File: src/rtl/pwm_chan_pkg.sv
package pwm_chan_pkg;
    localparam int CSEL_W  = 2;
    localparam int PDIV_W  = 2;
    localparam int EXP_W   = 3;
    localparam int SIZE_LO = 6;
    localparam int SIZE_HI = 9;
    localparam int DUTY_W  = SIZE_HI;
    localparam int CNT_W   = SIZE_HI;
    localparam int PDIV_MAX = 6;
    localparam int DIV_MAX  = PDIV_MAX << ((1 << EXP_W) - 1);
    localparam int PSC_W    = $clog2(DIV_MAX);

    localparam logic [7:0] OFS_IDENT   = 8'h05;
    localparam logic [7:0] OFS_RES     = 8'h41;
    localparam logic [7:0] OFS_DIV     = 8'h42;
    localparam logic [7:0] OFS_MODE    = 8'h43;
    localparam logic [7:0] OFS_DUTY_LO = 8'h44;
    localparam logic [7:0] OFS_DUTY_HI = 8'h45;
    localparam logic [7:0] OFS_CTRL    = 8'h46;
    localparam logic [7:0] OFS_COMMIT  = 8'h47;
    localparam logic [7:0] IDENT_NARROW = 8'h0B;

    typedef struct packed {
        logic              wide;
        logic [CSEL_W-1:0] csel;
        logic [PDIV_W-1:0] pdiv;
        logic [EXP_W-1:0]  expo;
        logic [DUTY_W-1:0] duty;
    } chan_cfg_t;

    function automatic logic [2:0] pdiv_factor(input logic [PDIV_W-1:0] code);
        case (code)
            2'd0:    return 3'd1;
            2'd1:    return 3'd3;
            2'd2:    return 3'd5;
            default: return 3'd6;
        endcase
    endfunction

    function automatic logic [CNT_W-1:0] frame_last(input logic wide);
        return wide ? CNT_W'((1 << SIZE_HI) - 1) : CNT_W'((1 << SIZE_LO) - 1);
    endfunction
endpackage

File: src/rtl/pwm_chan_regs.sv
module pwm_chan_regs
    import pwm_chan_pkg::*;
#(
    parameter logic [7:0] SUBTYPE_ID = 8'h11
) (
    input  logic       clk,
    input  logic       rst_n,
    input  logic [7:0] reg_addr,
    input  logic [7:0] reg_wdata,
    input  logic       reg_we,
    input  logic       frame_wrap,
    output chan_cfg_t  act_cfg,
    output logic       out_en,
    output logic       src_pwm,
    output logic       glitch_en,
    output logic       commit,
    output logic [7:0] reg_rdata
);
    localparam int SIZE_BIT = (SUBTYPE_ID == IDENT_NARROW) ? 2 : 4;

    typedef struct packed {
        chan_cfg_t stg;
        chan_cfg_t act;
        logic      glitch;
        logic      en;
        logic      src;
        logic      ramp;
        logic      pend;
    } regs_st_t;

    regs_st_t s_q, s_d;
    logic     sync_wr, take_now, clk_stopped;

    always_comb begin
        s_d         = s_q;
        sync_wr     = reg_we && (reg_addr == OFS_COMMIT) && reg_wdata[0];
        clk_stopped = (s_q.act.csel == '0);
        take_now    = sync_wr && (!s_q.glitch || clk_stopped);
        commit      = take_now || (s_q.pend && (frame_wrap || !s_q.glitch || clk_stopped));

        if (commit) begin
            s_d.act  = s_q.stg;
            s_d.pend = 1'b0;
        end else if (sync_wr) begin
            s_d.pend = 1'b1;
        end

        if (reg_we) begin
            case (reg_addr)
                OFS_RES: begin
                    s_d.stg.wide = reg_wdata[SIZE_BIT];
                    s_d.stg.csel = reg_wdata[CSEL_W-1:0];
                end
                OFS_DIV: begin
                    s_d.stg.pdiv = reg_wdata[6:5];
                    s_d.stg.expo = reg_wdata[EXP_W-1:0];
                end
                OFS_MODE:    s_d.glitch = reg_wdata[5];
                OFS_DUTY_LO: s_d.stg.duty[7:0] = reg_wdata;
                OFS_DUTY_HI: s_d.stg.duty[DUTY_W-1] = reg_wdata[0];
                OFS_CTRL: begin
                    s_d.en   = reg_wdata[7];
                    s_d.src  = reg_wdata[2];
                    s_d.ramp = reg_wdata[1];
                end
                default: ;
            endcase
        end
    end

    always_comb begin
        reg_rdata = '0;
        case (reg_addr)
            OFS_IDENT: reg_rdata = SUBTYPE_ID;
            OFS_RES: begin
                reg_rdata[SIZE_BIT]     = s_q.stg.wide;
                reg_rdata[CSEL_W-1:0]   = s_q.stg.csel;
            end
            OFS_DIV:     reg_rdata = {1'b0, s_q.stg.pdiv, 2'b00, s_q.stg.expo};
            OFS_MODE:    reg_rdata = {2'b00, s_q.glitch, 5'b00000};
            OFS_DUTY_LO: reg_rdata = s_q.stg.duty[7:0];
            OFS_DUTY_HI: reg_rdata = {7'b0, s_q.stg.duty[DUTY_W-1]};
            OFS_CTRL:    reg_rdata = {s_q.en, 4'b0000, s_q.src, s_q.ramp, 1'b0};
            default:     reg_rdata = '0;
        endcase
    end

    always_ff @(posedge clk or negedge rst_n) begin
        if (!rst_n) s_q <= '0;
        else        s_q <= s_d;
    end

    assign act_cfg   = s_q.act;
    assign out_en    = s_q.en;
    assign src_pwm   = s_q.src;
    assign glitch_en = s_q.glitch;
endmodule

File: src/rtl/pwm_chan_prescale.sv
module pwm_chan_prescale
    import pwm_chan_pkg::*;
(
    input  logic              clk,
    input  logic              rst_n,
    input  logic              tick_slow,
    input  logic              tick_mid,
    input  logic              tick_fast,
    input  logic [CSEL_W-1:0] csel,
    input  logic [PDIV_W-1:0] pdiv,
    input  logic [EXP_W-1:0]  expo,
    input  logic              clear,
    output logic              step
);
    typedef struct packed {
        logic [PSC_W-1:0] cnt;
    } psc_st_t;

    psc_st_t          p_q, p_d;
    logic             tick;
    logic [PSC_W-1:0] div_n, div_last;

    always_comb begin
        case (csel)
            2'd1:    tick = tick_slow;
            2'd2:    tick = tick_mid;
            2'd3:    tick = tick_fast;
            default: tick = 1'b0;
        endcase
        div_n    = PSC_W'(pdiv_factor(pdiv)) << expo;
        div_last = div_n - PSC_W'(1);
        step     = tick && (p_q.cnt == div_last);

        p_d = p_q;
        if (clear)      p_d.cnt = '0;
        else if (step)  p_d.cnt = '0;
        else if (tick)  p_d.cnt = p_q.cnt + PSC_W'(1);
    end

    always_ff @(posedge clk or negedge rst_n) begin
        if (!rst_n) p_q <= '0;
        else        p_q <= p_d;
    end
endmodule

File: src/rtl/pwm_chan_frame.sv
module pwm_chan_frame
    import pwm_chan_pkg::*;
(
    input  logic              clk,
    input  logic              rst_n,
    input  logic              step,
    input  logic              clear,
    input  logic              wide,
    input  logic [DUTY_W-1:0] duty,
    input  logic              out_en,
    input  logic              src_pwm,
    input  logic              pattern_in,
    output logic              frame_wrap,
    output logic [CNT_W-1:0]  frame_cnt,
    output logic              pwm_out
);
    typedef struct packed {
        logic [CNT_W-1:0] cnt;
    } frm_st_t;

    frm_st_t          f_q, f_d;
    logic [CNT_W-1:0] last, duty_eff;
    logic             gen_level;

    always_comb begin
        last       = frame_last(wide);
        duty_eff   = duty & last;
        frame_wrap = step && (f_q.cnt >= last);
        gen_level  = (f_q.cnt < duty_eff);

        f_d = f_q;
        if (clear)           f_d.cnt = '0;
        else if (frame_wrap) f_d.cnt = '0;
        else if (step)       f_d.cnt = f_q.cnt + CNT_W'(1);
    end

    always_ff @(posedge clk or negedge rst_n) begin
        if (!rst_n) f_q <= '0;
        else        f_q <= f_d;
    end

    assign frame_cnt = f_q.cnt;
    assign pwm_out   = out_en && (src_pwm ? gen_level : pattern_in);
endmodule

File: src/rtl/prescaled_pwm_chan.sv
module prescaled_pwm_chan
    import pwm_chan_pkg::*;
#(
    parameter logic [7:0] SUBTYPE_ID = 8'h11
) (
    input  logic       clk,
    input  logic       rst_n,
    input  logic [7:0] reg_addr,
    input  logic [7:0] reg_wdata,
    input  logic       reg_we,
    output logic [7:0] reg_rdata,
    input  logic       tick_slow,
    input  logic       tick_mid,
    input  logic       tick_fast,
    input  logic       pattern_in,
    output logic       pwm_out
);
    chan_cfg_t        act_cfg;
    logic             out_en, src_pwm, glitch_en, commit, frame_wrap, step;
    logic [CNT_W-1:0] frame_cnt;

    pwm_chan_regs #(.SUBTYPE_ID(SUBTYPE_ID)) u_regs (
        .clk(clk), .rst_n(rst_n),
        .reg_addr(reg_addr), .reg_wdata(reg_wdata), .reg_we(reg_we),
        .frame_wrap(frame_wrap), .act_cfg(act_cfg),
        .out_en(out_en), .src_pwm(src_pwm), .glitch_en(glitch_en),
        .commit(commit), .reg_rdata(reg_rdata)
    );

    pwm_chan_prescale u_psc (
        .clk(clk), .rst_n(rst_n),
        .tick_slow(tick_slow), .tick_mid(tick_mid), .tick_fast(tick_fast),
        .csel(act_cfg.csel), .pdiv(act_cfg.pdiv), .expo(act_cfg.expo),
        .clear(commit), .step(step)
    );

    pwm_chan_frame u_frame (
        .clk(clk), .rst_n(rst_n),
        .step(step), .clear(commit),
        .wide(act_cfg.wide), .duty(act_cfg.duty),
        .out_en(out_en), .src_pwm(src_pwm), .pattern_in(pattern_in),
        .frame_wrap(frame_wrap), .frame_cnt(frame_cnt), .pwm_out(pwm_out)
    );
endmodule

File: config.mk
export PLATFORM = sky130hd
export DESIGN_NAME = prescaled_pwm_chan
export DESIGN_NICKNAME = d
export VERILOG_FILES = /design/src/rtl/pwm_chan_pkg.sv /design/src/rtl/pwm_chan_regs.sv /design/src/rtl/pwm_chan_prescale.sv /design/src/rtl/pwm_chan_frame.sv /design/src/rtl/prescaled_pwm_chan.sv
export SDC_FILE = /design/constraint.sdc
export NUM_CORES = 1
export LEC_CHECK = 0
export BUFFER_PORTS_ARGS = -buffer_cell sky130_fd_sc_hd__clkbuf_2
export CAP_MARGIN = 20
export CORE_UTILIZATION = 55
export CTS_BUF_LIST = sky130_fd_sc_hd__clkbuf_16
export DETAILED_ROUTE_END_ITERATION = 6
export HOLD_SLACK_MARGIN = 0.08
export PLACE_DENSITY = 0.8
export REMOVE_ABC_BUFFERS = 1
export SLEW_MARGIN = 10
export SYNTH_ARGS = -nofsm -noshare
export SYNTH_HDL_FRONTEND = slang
export SYNTH_SLANG_ARGS = --single-unit
File: constraint.sdc
create_clock -name clk -period 3.5 [get_ports clk]
set_input_delay 0.175 -clock clk [delete_from_list [all_inputs] [get_ports clk]]
set_output_delay 0.175 -clock clk [all_outputs]
set_load 0.01 [all_outputs]
==> flow_summary_export.csv, run 1 <==
group,metric,value,unit
status,outcome,"complete, but fails checks",
status,violations,"DRC",
worst_hold_path,worstHoldPathType,"input pin to flop",
grt,antenna_found_initial,0,
drt,post_drt_wl_per_cell,17.5,um
yosys,synth_area_leaders,"dfrtp_1, mux2_2, ha_1",
clock_tree,clk_path_buf_depth,2,
grt,grt_pass1_vias,2783,
critical_path,critPathKind,"flop to flop",
floorplan,core_area,6310,um2
yosys,synth_seq_cells,58,
placed_design,post-place-ws,0.268,ns
placed_design,dpl.hpwl,5.71,mm
floorplan,dieArea,6850,um2
pwr,power.density,471,nW/um2
yosys,synth_top_area_share,0.405,
yosys,synth_edf_count,0,
floorplan,initial_core_util,0.568,
placed_design,numPortBuffers,31,
cells_and_area,stdcell_count,474,
clock_tree,cts_buffers,9,
clock_tree,cts_resized,0,
cells_and_area,final_util,0.669,
timing,period_share,0.923,
timing,period_needed,3.23,ns
clock_tree,h-tree-depth,3,
clock_tree,cts-root-buf,"clkbuf_16",
yosys,postSynthCellCount,350,
floorplan,io-pin-count,32,
clock_tree,path_clk_slew,0.05,ns
placed_design,place_inst,456,
clock_tree,ctsHoldBuffers,1,
timing,hold_violations,0,
grt,grt_max_degree,40,
yosys,synth_cell_types,55,
run,drv_cap,0,
yosys,yosys_most_used_dff,"dfrtp_1",
pwr,vdd_drop_max,0.381,mV
clock_tree,cts_sinks,58,
grt,overflow,0,
drt,route.detailed.drc,2,
timing,setup_ws,0.268,ns
cells_and_area,stdcell_area,4220,um2
timing,slew_violations,0,
clock_tree,cts_setup_buffers,0,
yosys,yosys_warnings,0,
drt,via_per_inst,6.16,
timing,max_slew_margin,0.618,
yosys,syn-cell-area,3590,um2
clock_tree,clock_latency,0.33,ns
yosys,postSynthAreaPerCell,10.2,um2
grt,grt_usage,0.267,
cells_and_area,diodes,0,
cells_and_area,fin_nets,429,
pwr,power_leakage,1.95,nW
grt,grt_pass1_wl,13.5,mm
drt,wl,8.31,mm
drt,ant_nets,0,
clock_tree,cts_tree,"done",
drt,drt_iter0_markers,217,
critical_path,endpoint_kind,"flop",
yosys,async_flop_share,1.00,
floorplan,rows,29,
timing,setup_viol,0,
timing,worst_pin_slew,0.571,ns
cells_and_area,drive_above_1_share,0.267,
drt,drt_first_pass_iters,7,
floorplan,die_w,82.8,um
placed_design,gp_congestion,0.946,
timing,skew,0.00530,ns
yosys,ys_seq_area_frac,0.405,
critical_path,cp_max_fo,19,
drt,routed-via-count,2921,
floorplan,die_y,82.8,um
placed_design,place_area,3860,um2
critical_path,worstPathArrival,3.44,ns
timing,fmax,309,MHz
critical_path,worstPathRequired,3.71,ns
cells_and_area,num-fill-cells,488,
timing,rsz0062_at_grt,"false",
critical_path,crit_path_start_kind,"flop",
yosys,yosys.area.top_type,"dfrtp_1",
cells_and_area,areaGrowthSynthToFinish,17.8,%
final cells by class:
| class | instances | area (um2) | area share |
|---|---|---|---|
| multi-input combinational | 264 | 2010 | 0.475 |
| tap | 77 | 96.3 | 0.0228 |
| clock buffer | 9 | 225 | 0.0533 |
| clock inverter | 7 | 110 | 0.0261 |
| inverter | 12 | 45.0 | 0.0107 |
| sequential | 58 | 1450 | 0.344 |
| timing repair buffer | 47 | 290 | 0.0687 |
flip-flops by register name, summed over array words and instances, names as in the netlist:
signal / cells
u_regs.s_q: 19
u_regs.act_cfg: 17
u_psc.p_q: 10
u_frame.frame_cnt: 9
u_regs.glitch_en: 1
u_regs.out_en: 1
u_regs.src_pwm: 1
metal layers:
layer	vias up	track usage	wire, um	part of all wire
met5	-	0	0	0
met4	0	0.0828	195	0.023
met3	21	0.0681	409	0.049
met2	110	0.435	4100	0.49
met1	1405	0.347	3610	0.43
li1	1385	-	-	-
layout by cell type (no fill, tap or decap), types with 6 or more instances in the layout:
cell and n:
xor2_1 7, ha_1 14, and3_1 6, buf_4 14
nor3_1 21, mux2_4 9, nand2_1 33, a21o_1 7
dfrtp_1 58, clkbuf_16 9, mux2_2 30, a21oi_1 10
clkbuf_2 31, o21ai_0 12, inv_1 14, xnor2_1 8
nand3_1 14, nor2_1 16
through the flow:
step / hold slack, ns / power, mW / TNS, ns
after global routing: 0.102 / 2.06 / 0
after global placement: 0.368 / 0.995 / 0
after CTS: 0.0932 / 2.00 / 0
final: 0.0930 / 1.99 / 0
after floorplan: -0.121 / 0.915 / -0.337
after detailed placement: 0.373 / 1.01 / 0
critical path, cell delays in order, from the launching register on:
cell     delay, ns
dfrtp_1       0.39
a21o_1        0.23
nor3_1        0.28
inv_1         0.08
ha_1          0.26
inv_1         0.11
nor2_1        0.05
o21a_1        0.19
nor3_1        0.29
o22ai_4       0.23
o31ai_4       0.28
buf_4         0.33
mux2_2        0.38
cell usage after synthesis (7+ instances only):
master,instances
a21o_1,7
a21oi_1,10
clkbuf_1,10
dfrtp_1,58
ha_1,14
inv_1,12
mux2_2,30
mux2_4,9
nand2_1,33
nand3_1,14
nor2_1,16
nor3_1,21
o21ai_0,12
xnor2_1,8
xor2_1,7
path summary, 6_finish.rpt:
path | cells after the start | start | endpoint | slack [ns]
max reg2reg | 12 | u_regs.act_cfg[9] | u_regs.act_cfg[16] | 0.27
min reg2reg | 1 | u_regs.act_cfg[0] | u_regs.act_cfg[0] | 0.52
min | 2 | reg_wdata[4] | u_regs.s_q[26] | 0.09
max in group asynchronous | 4 | rst_n | u_regs.act_cfg[1] | 2.52
min in group asynchronous | 2 | rst_n | u_psc.p_q[4] | 0.23
max | 12 | u_regs.act_cfg[9] | u_regs.act_cfg[16] | 0.27
where the power goes:
part,internal (mW),leakage [nW],switching (mW),total (mW)
Sequential,0.704,0.804,0.0396,0.744
Clock,0.687,0.168,0.298,0.985
Combinational,0.115,0.981,0.145,0.260
Total,1.51,1.95,0.482,1.99
cells by family (layout without fill, tap and decap cells):
logic type,after synthesis,count (layout),share of synthesized area
AND/OR/NAND/NOR,124,124,0.179
AO/OA/AOI/OAI,66,66,0.144
flip-flops,58,58,0.405
multiplexers,44,44,0.146
buffers and inverters,28,75,0.0363
XOR/XNOR,16,16,0.0412
adder cells (fa/ha/maj),14,14,0.0488
Power figures use the tool's default switching activity.
==> inputs of run 2 (changes only) <==
--- a/config.mk
+++ b/config.mk
@@ -12,6 +12,7 @@
 export DETAILED_ROUTE_END_ITERATION = 6
 export HOLD_SLACK_MARGIN = 0.08
 export PLACE_DENSITY = 0.8
+export RECOVER_POWER = 100
 export REMOVE_ABC_BUFFERS = 1
 export SLEW_MARGIN = 10
 export SYNTH_ARGS = -nofsm -noshare
==> flow_summary_export.csv, run 2 (same netlist as run 1, synthesis figures left out) <==
group,metric,value,unit
critical_path,endpoint_kind,"flop",
critical_path,critPathKind,"flop to flop",
floorplan,die_y,82.8,um
drt,routed-via-count,2914,
timing,period_share,0.926,
worst_hold_path,worstHoldPathType,"input pin to flop",
cells_and_area,num-fill-cells,520,
cells_and_area,regArea,1450,um2
pwr,power.density,477,nW/um2
timing,period_needed,3.24,ns
pwr,vdd_drop_max,0.380,mV
clock_tree,cts_buffers,9,
timing,hold_violations,0,
cells_and_area,fin_nets,429,
grt,use_met2,0.435,
grt,top_usage_layer,"met2",
grt,grt_pass1_wl,13.5,mm
floorplan,dieArea,6850,um2
placed_design,dpl.hpwl,5.71,mm
grt,grt_usage,0.267,
drt,drt_first_pass_iters,5,
timing,fin_setup_tns,0,ns
critical_path,rr_startpoint,"u_regs.act_cfg[9]",
placed_design,post-place-ws,0.268,ns
grt,antenna_found_initial,0,
floorplan,die_w,82.8,um
grt,overflow,0,
cells_and_area,multi_input_area,1980,um2
cells_and_area,diodes,0,
drt,via_per_inst,6.15,
critical_path,worstPathRequired,3.75,ns
critical_path,worstPathArrival,3.49,ns
timing,slew_violations,34,
timing,rsz0062_at_grt,"false",
placed_design,gp_congestion,0.946,
cells_and_area,layout_common_cells,"dfrtp_1, nand2_1, mux2_2, clkbuf_2, nor3_1",
clock_tree,clk_path_buf_depth,2,
worst_hold_path,min_from,"reg_wdata[4]",
cells_and_area,layout_commonest_cell,"dfrtp_1",
floorplan,rows,29,
grt,use_met3,0.0681,
critical_path,crit_start,"u_regs.act_cfg[9]",
grt,grt_pass1_vias,2783,
placed_design,numPortBuffers,31,
drt,wl,8.41,mm
drt,route.detailed.drc,0,
clock_tree,clock_latency,0.32,ns
drt,drt_iter0_markers,212,
critical_path,crit_path_start_kind,"flop",
floorplan,core_area,6310,um2
drt,ant_nets,0,
status,violations,"capacitance limit, slew limit",
clock_tree,h-tree-depth,3,
clock_tree,cts_resized,0,
status,outcome,"complete, but fails checks",
cells_and_area,top_register,"u_regs.s_q",
run,drv_cap,1,
critical_path,cp_max_fo,11,
cells_and_area,drive_above_1_share,0.217,
floorplan,io-pin-count,32,
clock_tree,path_clk_slew,0.05,ns
clock_tree,cts-root-buf,"clkbuf_16",
drt,post_drt_wl_per_cell,17.7,um
cells_and_area,areaGrowthSynthToFinish,15.9,%
timing,setup_viol,0,
timing,setup_ws,0.260,ns
clock_tree,cts_tree,"done",
grt,use_met1,0.347,
cells_and_area,largest_reg_flops,19,
pwr,power_leakage,1.91,nW
clock_tree,cts_sinks,58,
timing,max_slew_margin,-0.205,
timing,skew,0.00525,ns
grt,grt_max_degree,40,
timing,worst_pin_slew,1.81,ns
timing,fmax,309,MHz
floorplan,initial_core_util,0.568,
==> run 2: worst paths after layout <==
| kind | end | slack, ns | cells after the start |
|---|---|---|---|
| max | u_frame.frame_cnt[0] | 0.26 | 10 |
| min | u_regs.s_q[26] | 0.1 | 2 |
| max reg2reg | u_frame.frame_cnt[0] | 0.26 | 10 |
| min reg2reg | u_regs.act_cfg[3] | 0.50 | 1 |
| max in group asynchronous | u_regs.act_cfg[1] | 0.96 | 4 |
| min in group asynchronous | u_psc.p_q[4] | 0.26 | 2 |
==> run 2: timing repair <==
action | in CTS | in global routing
setup endpoints to repair | 0 | 0
setup buffers | 0 | 0
hold buffers | 1 | 0
hold endpoints to repair | 38 | 0
==> run 2: report_power, final <==
group / switching, mW / internal [mW]
clock: 0.299 / 0.688
combinational: 0.144 / 0.107
sequential: 0.0394 / 0.704
==> run 2: worst max-delay path: stages (launching register included) <==
cell      delay (ns)
dfrtp_1         0.40
a21o_1          0.23
nor3_1          0.29
inv_1           0.08
ha_1            0.33
xnor2_1         0.13
nor4_1          0.34
nand4_1         0.22
clkbuf_1        0.30
or4b_2          0.67
a21oi_1         0.17
==> run 2: layout make-up <==
type | instances | area share
inverters | 12 | 0.0108
well taps | 77 | 0.0232
repair buffers | 47 | 0.0608
flip-flops and latches | 58 | 0.349
clock buffers | 9 | 0.0542
clock inverters | 7 | 0.0265
multi-input cells | 264 | 0.475
==> run 2: through the flow <==
stage          instance area, um2  power, mW  cells  utilization  hold slack [ns]
4_1_cts                      4200       2.00    473        0.666           0.0932
6_report                     4160       1.98    474        0.658           0.0961
5_1_grt                      4160       2.05    474        0.658            0.102
2_1_floorplan                3500      0.915    334            -           -0.121
3_3_place_gp                 3860      0.995    456        0.611            0.368
3_5_place_dp                 3860       1.01    456        0.611            0.373
==> run 2: routing by layer <==
metal  wire, um  up-vias
li1           -     1383
met4        166        0
met5          0        -
met3        469       24
met2       4150      113
met1       3620     1394
